File: config.mk
export PLATFORM = sky130hd
export DESIGN_NAME = lrx_packer
export DESIGN_NICKNAME = d
export VERILOG_FILES = /design/src/rtl/lrx_packer.sv
export SDC_FILE = /design/constraint.sdc
export NUM_CORES = 1
export LEC_CHECK = 0
export BUFFER_PORTS_ARGS = -buffer_cell sky130_fd_sc_hd__buf_2
export CORE_ASPECT_RATIO = 1.4
export CORE_MARGIN = 3
export CORE_UTILIZATION = 53
export DETAILED_ROUTE_END_ITERATION = 12
export PLACE_DENSITY_LB_ADDON = 0.05
export SLEW_MARGIN = 20
export SYNTH_ARGS = -nofsm -noshare
export SYNTH_HDL_FRONTEND = slang
export SYNTH_SLANG_ARGS = --single-unit
File: constraint.sdc
create_clock -name clk -period 1.94 [get_ports clk]
set_input_delay 0.194 -clock clk [delete_from_list [all_inputs] [get_ports clk]]
set_output_delay 0.194 -clock clk [all_outputs]
set_load 0.01 [all_outputs]
File: src/rtl/lrx_packer.sv
module lrx_packer #(
  parameter int NIB      = 4,
  parameter int W_WIDE   = 48,
  parameter int W_NARROW = 32
) (
  input  logic              clk,
  input  logic              rst_n,
  input  logic              enable,
  input  logic              wide_mode,
  input  logic              link_clk,
  input  logic [NIB-1:0]    link_dat,
  output logic              link_ack,
  output logic              dma_req,
  input  logic              dma_rd,
  output logic [W_WIDE-1:0] dma_data,
  output logic              buf_full,
  output logic              buf_empty
);
  localparam int NW = W_WIDE / NIB;
  localparam int NN = W_NARROW / NIB;
  localparam int CW = $clog2(NW);

  logic [2:0]          lclk_q;
  logic [NIB-1:0]      dat_q1, dat_q2;
  logic [CW-1:0]       nib_cnt;
  logic [W_WIDE-NIB-1:0] sh;
  logic [W_WIDE-1:0]   slot0, slot1;
  logic [1:0]          cnt;

  wire rise = lclk_q[1] & ~lclk_q[2];
  wire last = wide_mode ? (nib_cnt == CW'(NW-1)) : (nib_cnt == CW'(NN-1));
  wire take = enable && rise && (cnt != 2'd2);
  wire done = take && last;
  wire pop  = enable && dma_rd && (cnt != 2'd0);
  wire [W_WIDE-1:0] word = wide_mode ? {sh, dat_q2}
                         : {{(W_WIDE-W_NARROW){1'b0}}, sh[W_NARROW-NIB-1:0], dat_q2};

  assign link_ack  = enable && (cnt != 2'd2);
  assign dma_req   = (cnt != 2'd0);
  assign buf_full  = (cnt == 2'd2);
  assign buf_empty = (cnt == 2'd0);
  assign dma_data  = slot0;

  always_ff @(posedge clk or negedge rst_n) begin
    if (!rst_n) begin
      lclk_q <= '0;
      dat_q1 <= '0;
      dat_q2 <= '0;
    end else begin
      lclk_q <= {lclk_q[1:0], link_clk};
      dat_q1 <= link_dat;
      dat_q2 <= dat_q1;
    end
  end

  always_ff @(posedge clk or negedge rst_n) begin
    if (!rst_n) begin
      nib_cnt <= '0;
      sh      <= '0;
    end else if (!enable) begin
      nib_cnt <= '0;
    end else if (take) begin
      sh      <= {sh[W_WIDE-2*NIB-1:0], dat_q2};
      nib_cnt <= last ? '0 : nib_cnt + 1'b1;
    end
  end

  always_ff @(posedge clk or negedge rst_n) begin
    if (!rst_n) begin
      cnt   <= '0;
      slot0 <= '0;
      slot1 <= '0;
    end else if (!enable) begin
      cnt <= '0;
    end else begin
      case ({done, pop})
        2'b10: begin
          if (cnt == 2'd0) slot0 <= word;
          else             slot1 <= word;
          cnt <= cnt + 2'd1;
        end
        2'b01: begin
          slot0 <= slot1;
          cnt   <= cnt - 2'd1;
        end
        2'b11: begin
          if (cnt == 2'd1) slot0 <= word;
          else begin
            slot0 <= slot1;
            slot1 <= word;
          end
        end
        default: ;
      endcase
    end
  end
endmodule


# After elaboration in Yosys (flattened, before gate mapping)
# Cells that the tools add are included.
# Widths: inputs -> output; s select.
# word_totals
ramBits,0
in_bits,10
latch_bits,0
memories,0
regBits,157
mem_bits_ro,0
# classes
muxes,13
n_addsub,3
reduce_logical,13
bitwise,2
n_div,0
n_mul,0
magnitude_cmp,0
n_eq_ne,13
shifts,0
# ops
cell,n
$mux 48,5
$pmux 48 s3,1
$pmux 48 s2,1
$mux 4,3
$ne 2x2->1 const B,4
$eq 2x2->1 const B,3
$logic_and 1x1->1,6
$add 4x1->4 const B,1
$eq 2x1->1 const B,2
$eq 4x3->1 const B,1
$eq 4x4->1 const B,1
$pmux 2 s2,1
$reduce_and 4->1,1
$reduce_bool 2->1,2
$ne 3x1->1 const B,1
$reduce_and 3->1,1
$reduce_bool 3->1,1
$add 2x1->2 const B,1
$logic_not 2->1,1
$mux 2,1
$ne 2x1->1 const B,1
$reduce_and 2->1,1
$sub 2x1->2 const B,1
$and 1x1->1,1
2 further kinds,2

# Logic depth before layout (Yosys ltp)
# depth
word_depth,8
mapped_depth,9
depth_no_buf,6

# Least setup slack after synthesis
# OpenSTA, ideal clock, no wires.
# synth_path
kind,reg2reg
from,reg cnt[0]
to,reg slot1[10]
n_path_buf,3
period_less_slack_ns,2.103
arrival_ns,1.979
setup_time_ns,0.125
stages_incl_launch_ff,9
slack_ns,-0.163
path_cell_list,dfrtp_1 -> inv_1 -> ha_1 -> nand4bb_1 -> clkbuf_1 -> a2111o_1 -> buf_2 -> buf_2 -> mux2_2
# synth_between
elab_chain_len,6
elab_cells_between_ends,14
# synth_rtl
element,line,rtl
start: declaration,28,logic [1:0] cnt;
start signal: assignment,80,cnt <= cnt + 2'd1;
start signal: assignment,84,cnt <= cnt - 2'd1;
$ne 2x2->1,32,wire take = enable && rise && (cnt != 2'd2);
$logic_and 1x1->1,32,
$logic_and 1x1->1,33,wire done = take && last;
$eq 2x2->1,76,"case ({done, pop})"
$ne 2x2->1 (no line) or $reduce_bool 2->1 (tied branches),-,
$reduce_and 4->1 (no line),-,
end signal: assignment,79,else slot1 <= word;
end signal: assignment,90,slot1 <= word;
end: declaration,27,"logic [W_WIDE-1:0] slot0, slot1;"
# Several ways; a longest one is shown, not always the timed one.
# A chain may end at the register's enable or synchronous reset.

# Worst setup path after layout
# layout_path
from,reg cnt[1]
to,"reg slot0[34], in the netlist dma_data[34]"
# layout_between
elab_chain_len,6
elab_cells_between_ends,15
# layout_rtl
element,line,rtl
$ne 2x2->1,32,
$logic_and 1x1->1,32,
$logic_and 1x1->1,33,
$eq 2x2->1 or $eq 2x1->1 (tied branches),76,
$ne 2x2->1 (no line) or $reduce_bool 3->1 (tied branches),-,
$reduce_and 3->1 (no line),-,
end signal: assignment,78,if (cnt == 2'd0) slot0 <= word;
end signal: assignment,83,slot0 <= slot1;
end signal: assignment,87,if (cnt == 2'd1) slot0 <= word;
end: declaration,27,
# Several ways; a longest one is shown, not always the timed one.

==> results.txt <==
* Status: finished with violations
- The checks that failed: negative setup slack.
- For the worst setup path, the data required time is 2.23 ns.
- All-layer global routing usage: 25.09%
* Aggregate negative setup slack: -7.533 ns
* Number of buffers inserted during clock tree synthesis: 17
- Setup repair after global routing could not meet its margin everywhere.
- Final HPWL DP: 9170 µm
- Path depth of the worst reg2reg path: 7
- Timing would allow up to 481.4 MHz.
- Clock root cell: sky130_fd_sc_hd__clkbuf_16
* Vias after detailed routing: 5089
* Post-DR vias/cell: 5.843
* Share of synthesized cell area in full adder, half adder and majority cells: 0.7712%
- The repair_antennas step left the layout with diodes totalling 0.
- Maximum count of clock buffers along a single path: 2
* Largest incremental delay on the critical path: 0.42 ns
- Gpl congestion: 0.7522
- Slowest cell on the critical path: sky130_fd_sc_hd__dfrtp_1
- Number of buffers added on ports: 61
* Number of remaining DRC errors: 0
* Aggregate routed wire length: 16980 µm
* Pin count of the biggest net entering global routing: 55
- The first detailed-routing pass ran for 5 iterations.
- Power density over cell area: 940.4 nW/µm²
* Crit path arrival time: 2.37 ns
- Unique cell type count in the Yosys netlist: 34
* Share of the core filled with cells: 69.89%
* Post-Layout Cell Count: 871
- The number of global-route vias before repair is 5054.
- The number of antenna violations at the first check in global routing came to 0.
- Worst ir drop on vdd: 0.6458 mV
- From synthesis to final layout, the design area changed by 27.92%.
- Commonest non-fill, non-tap cells in the layout: sky130_fd_sc_hd__nand2_1, sky130_fd_sc_hd__dfrtp_1, sky130_fd_sc_hd__buf_2, sky130_fd_sc_hd__nand3_1
- Biggest area consumer among synthesized cells: sky130_fd_sc_hd__dfrtp_1
- In this run the number of H-tree levels came out at 4.
- The worst setup path is captured at a register.
- The first global-routing pass estimated 26630 µm of wire.
- Summing all multi-input logic gate instances after layout gives 2409 µm².
* Reg clk slew, reported paths: 0.06 ns
- Buf/Inv on CP: 2
* Hold Slack: 0.2478 ns
* Terminating pin of the worst hold path: cnt[1]$_DFFE_PN0P_
* Initial core utilization: 54.63%
- In the post-route analysis, the smallest setup slack over all paths is -0.1372 ns.
* Reg-to-reg endpoint: dma_data[34]$_DFFE_PN0P_
- Worst reg2reg startpoint: cnt[1]$_DFFE_PN0P_
- Clock latency on the worst-skew pair, taken at its later pin, is 0.42 ns.
* CP Cell Sequence: ha_4 > buf_6 > nor4bb_4 > and3_4 > a22oi_2 > buf_12 > a221o_1
* Filler Cell Count: 864
- Reg-to-reg slack, setup: -0.14 ns
* GRT Residual Overflow: 0
- Most common cell after layout, fill and taps aside: sky130_fd_sc_hd__nand2_1
- The floorplan step defined a die boundary enclosing 13630 µm².
- The final critical path takes up 107.1% of the cycle.
- Final Cell Area: 8302 µm²
* Horizontal die dimension: 99.53 µm
- Largest cells by area after synthesis: sky130_fd_sc_hd__dfrtp_1, sky130_fd_sc_hd__nand2_1, sky130_fd_sc_hd__a221o_1, sky130_fd_sc_hd__mux2_2, sky130_fd_sc_hd__nand3_1
- Setup violations remaining at the end of the flow were counted as 85.
- On the critical path the largest part of the delay comes from simple AND/OR/NAND/NOR gates.
- Max-slew violation total from the final report: 0
- The routed design could run at a clock period as short as 2.077 ns.
* Height of the chip: 136.9 µm
- Total count of hold-check failures in the final report: 0
- Number of clock sinks seen by CTS: 157
* Sequential cell area fraction in the yosys report: 60.54%
- The worst setup path is launched from a register.
- Cell area after placement: 7211 µm²
- Simple logic cell fraction of the synthesized area: 18.85%
- Worst-Margin Slew: 0.5327 ns
- For this run, the number of Yosys warnings is 0.
* Post-synthesis area per instance: 10.59 µm²
- CTS tree: done
* Setup slack at placement: -0.1188 ns
- Fin Clk Skew: 0.007014 ns
* Type of the worst setup path: reg2reg
* Number of antenna-violating nets in the routed design: 0
* Overall power of the completed layout: 7.807 mW
- 62 I/O pins were placed.
- Net count after synthesis: 627
* Hold Crit Class: in2reg
- Fraction of final layout cells with drive strength greater than 1: 27.62%
* Largest family of logic cells by synthesized area: simple AND/OR/NAND/NOR gates
* FF+latch area: 3929 µm²
- The net count of the finished layout is 726.
- Area share of the leading cell type in the synthesized netlist: 60.54%
- Total leakage power: 4.316 nW
- Area fraction in compound gates after synthesis: 10.16%
- The synthesized netlist devotes 0.2699% of its cell area to XOR and XNOR gates.
- The detailed router finished its first iteration with 370 violations.
* Placeable core region: 11880 µm²
- Measured against its own limit, the worst slew margin works out to 64.48%.
- Counting instances, the worst hold path has a depth of 3.
- Of all nets on the critical path, the largest fanout is 11.
- In this run the cell area of the synthesized design comes to 6490 µm².
- Counting flops and latches in the post-synthesis netlist gives 157.
- After detailed routing, the average wire length per cell comes to 19.50 µm.
* Worst hold start: enable
- The floorplan has 47 rows.
* Maximum Capacitance Violations: 0
- Placed Instances: 811
- Synthesis produced 613 cells.
* Fraction of synthesized area in multiplexers: 5.707%
## timing repair
action                                  CTS  global route
pin swaps                                 2            10
endpoints found under the hold margin    54             0
buffers inserted                          5             8
resized for setup                        25            10
endpoints found under the setup margin   86           120
cloned                                    5             5
hold buffers                              6             0
## worst register-to-register path, stage by stage, from the launching register on
cell,delay [ns]
sky130_fd_sc_hd__dfrtp_1,0.42
sky130_fd_sc_hd__ha_4,0.18
sky130_fd_sc_hd__buf_6,0.11
sky130_fd_sc_hd__nor4bb_4,0.30
sky130_fd_sc_hd__and3_4,0.24
sky130_fd_sc_hd__a22oi_2,0.13
sky130_fd_sc_hd__buf_12,0.20
sky130_fd_sc_hd__a221o_1,0.37
## report_power, final
group	internal (mW)	switching, mW
combinational	0.260	0.397
sequential	3.50	0.254
clock	2.08	1.32
total	5.84	1.97
## per-layer routing
| layer | vias up | GRT usage, % | wire length, µm |
|---|---|---|---|
| met2 | 165 | 42.75 | 8894 |
| met4 | 0 | 8.276 | 411 |
| met5 | - | 0 | 0 |
| li1 | 2298 | - | - |
| met3 | 27 | 4.946 | 828 |
| met1 | 2599 | 32.22 | 6849 |
## logic make-up (layout without fill, tap and decap cells)
logic type / after synthesis / after routing
compound gates: 74 / 74
xor+xnor: 2 / 2
fa+ha+maj: 4 / 4
buf+inv: 53 / 164
flops: 157 / 157
mux: 33 / 33
simple gates: 290 / 290
## how the worst max path moves through the flow
stage | start | endpoint | slack (ns) | cells after the start
final | cnt[1]$_DFFE_PN0P_ | dma_data[34]$_DFFE_PN0P_ | -0.14 | 7
after global routing | cnt[1]$_DFFE_PN0P_ | dma_data[34]$_DFFE_PN0P_ | -0.21 | 7
after CTS | cnt[1]$_DFFE_PN0P_ | dma_data[37]$_DFFE_PN0P_ | -0.12 | 7
after detailed placement | nib_cnt[3]$_DFFE_PN0P_ | dma_data[24]$_DFFE_PN0P_ | -0.12 | 5
after global placement | cnt[1]$_DFFE_PN0P_ | slot1[21]$_DFFE_PN0P_ | -0.06 | 5
after floorplan | cnt[1]$_DFFE_PN0P_ | dma_data[0]$_DFFE_PN0P_ | -0.0004 | 8
## synthesized netlist by cell type, drive strengths merged
library cell and count:
ha 4, mux2i 1, o21ai 19, buf 19, a2111o 1, nor2 48, o31a 1, nand2b 3
inv 5, nand4bb 2, or2 1, nor2b 2, and3 5, a221o 48, a211oi 1, mux2 32
nand3b 1, clkbuf 29, and2 2, nor3 2, nand2 169, xnor2 2, nor4bb 1, dfrtp 157
nand4b 1, or3b 1, a22oi 1, a2111oi 1, a21o 1, nand3 52, o2bb2ai 1
## state kept, by name, summed over array words and instances, names as in the netlist
| register | count |
|---|---|
| lclk_q | 3 |
| slot1 | 48 |
| dat_q2 | 4 |
| nib_cnt | 4 |
| cnt | 2 |
| dma_data | 48 |
| dat_q1 | 4 |
| sh | 44 |
## final cells by class
| class | instances | area share (%) |
|---|---|---|
| Clock inverter | 11 | 1.718 |
| Tap cell | 147 | 2.216 |
| Sequential cell | 157 | 47.32 |
| Timing Repair Buffer | 128 | 14.00 |
| Inverter | 5 | 0.2261 |
| Multi-Input combinational cell | 403 | 29.01 |
| Clock buffer | 20 | 5.501 |
(Power assumes the default switching activity.)
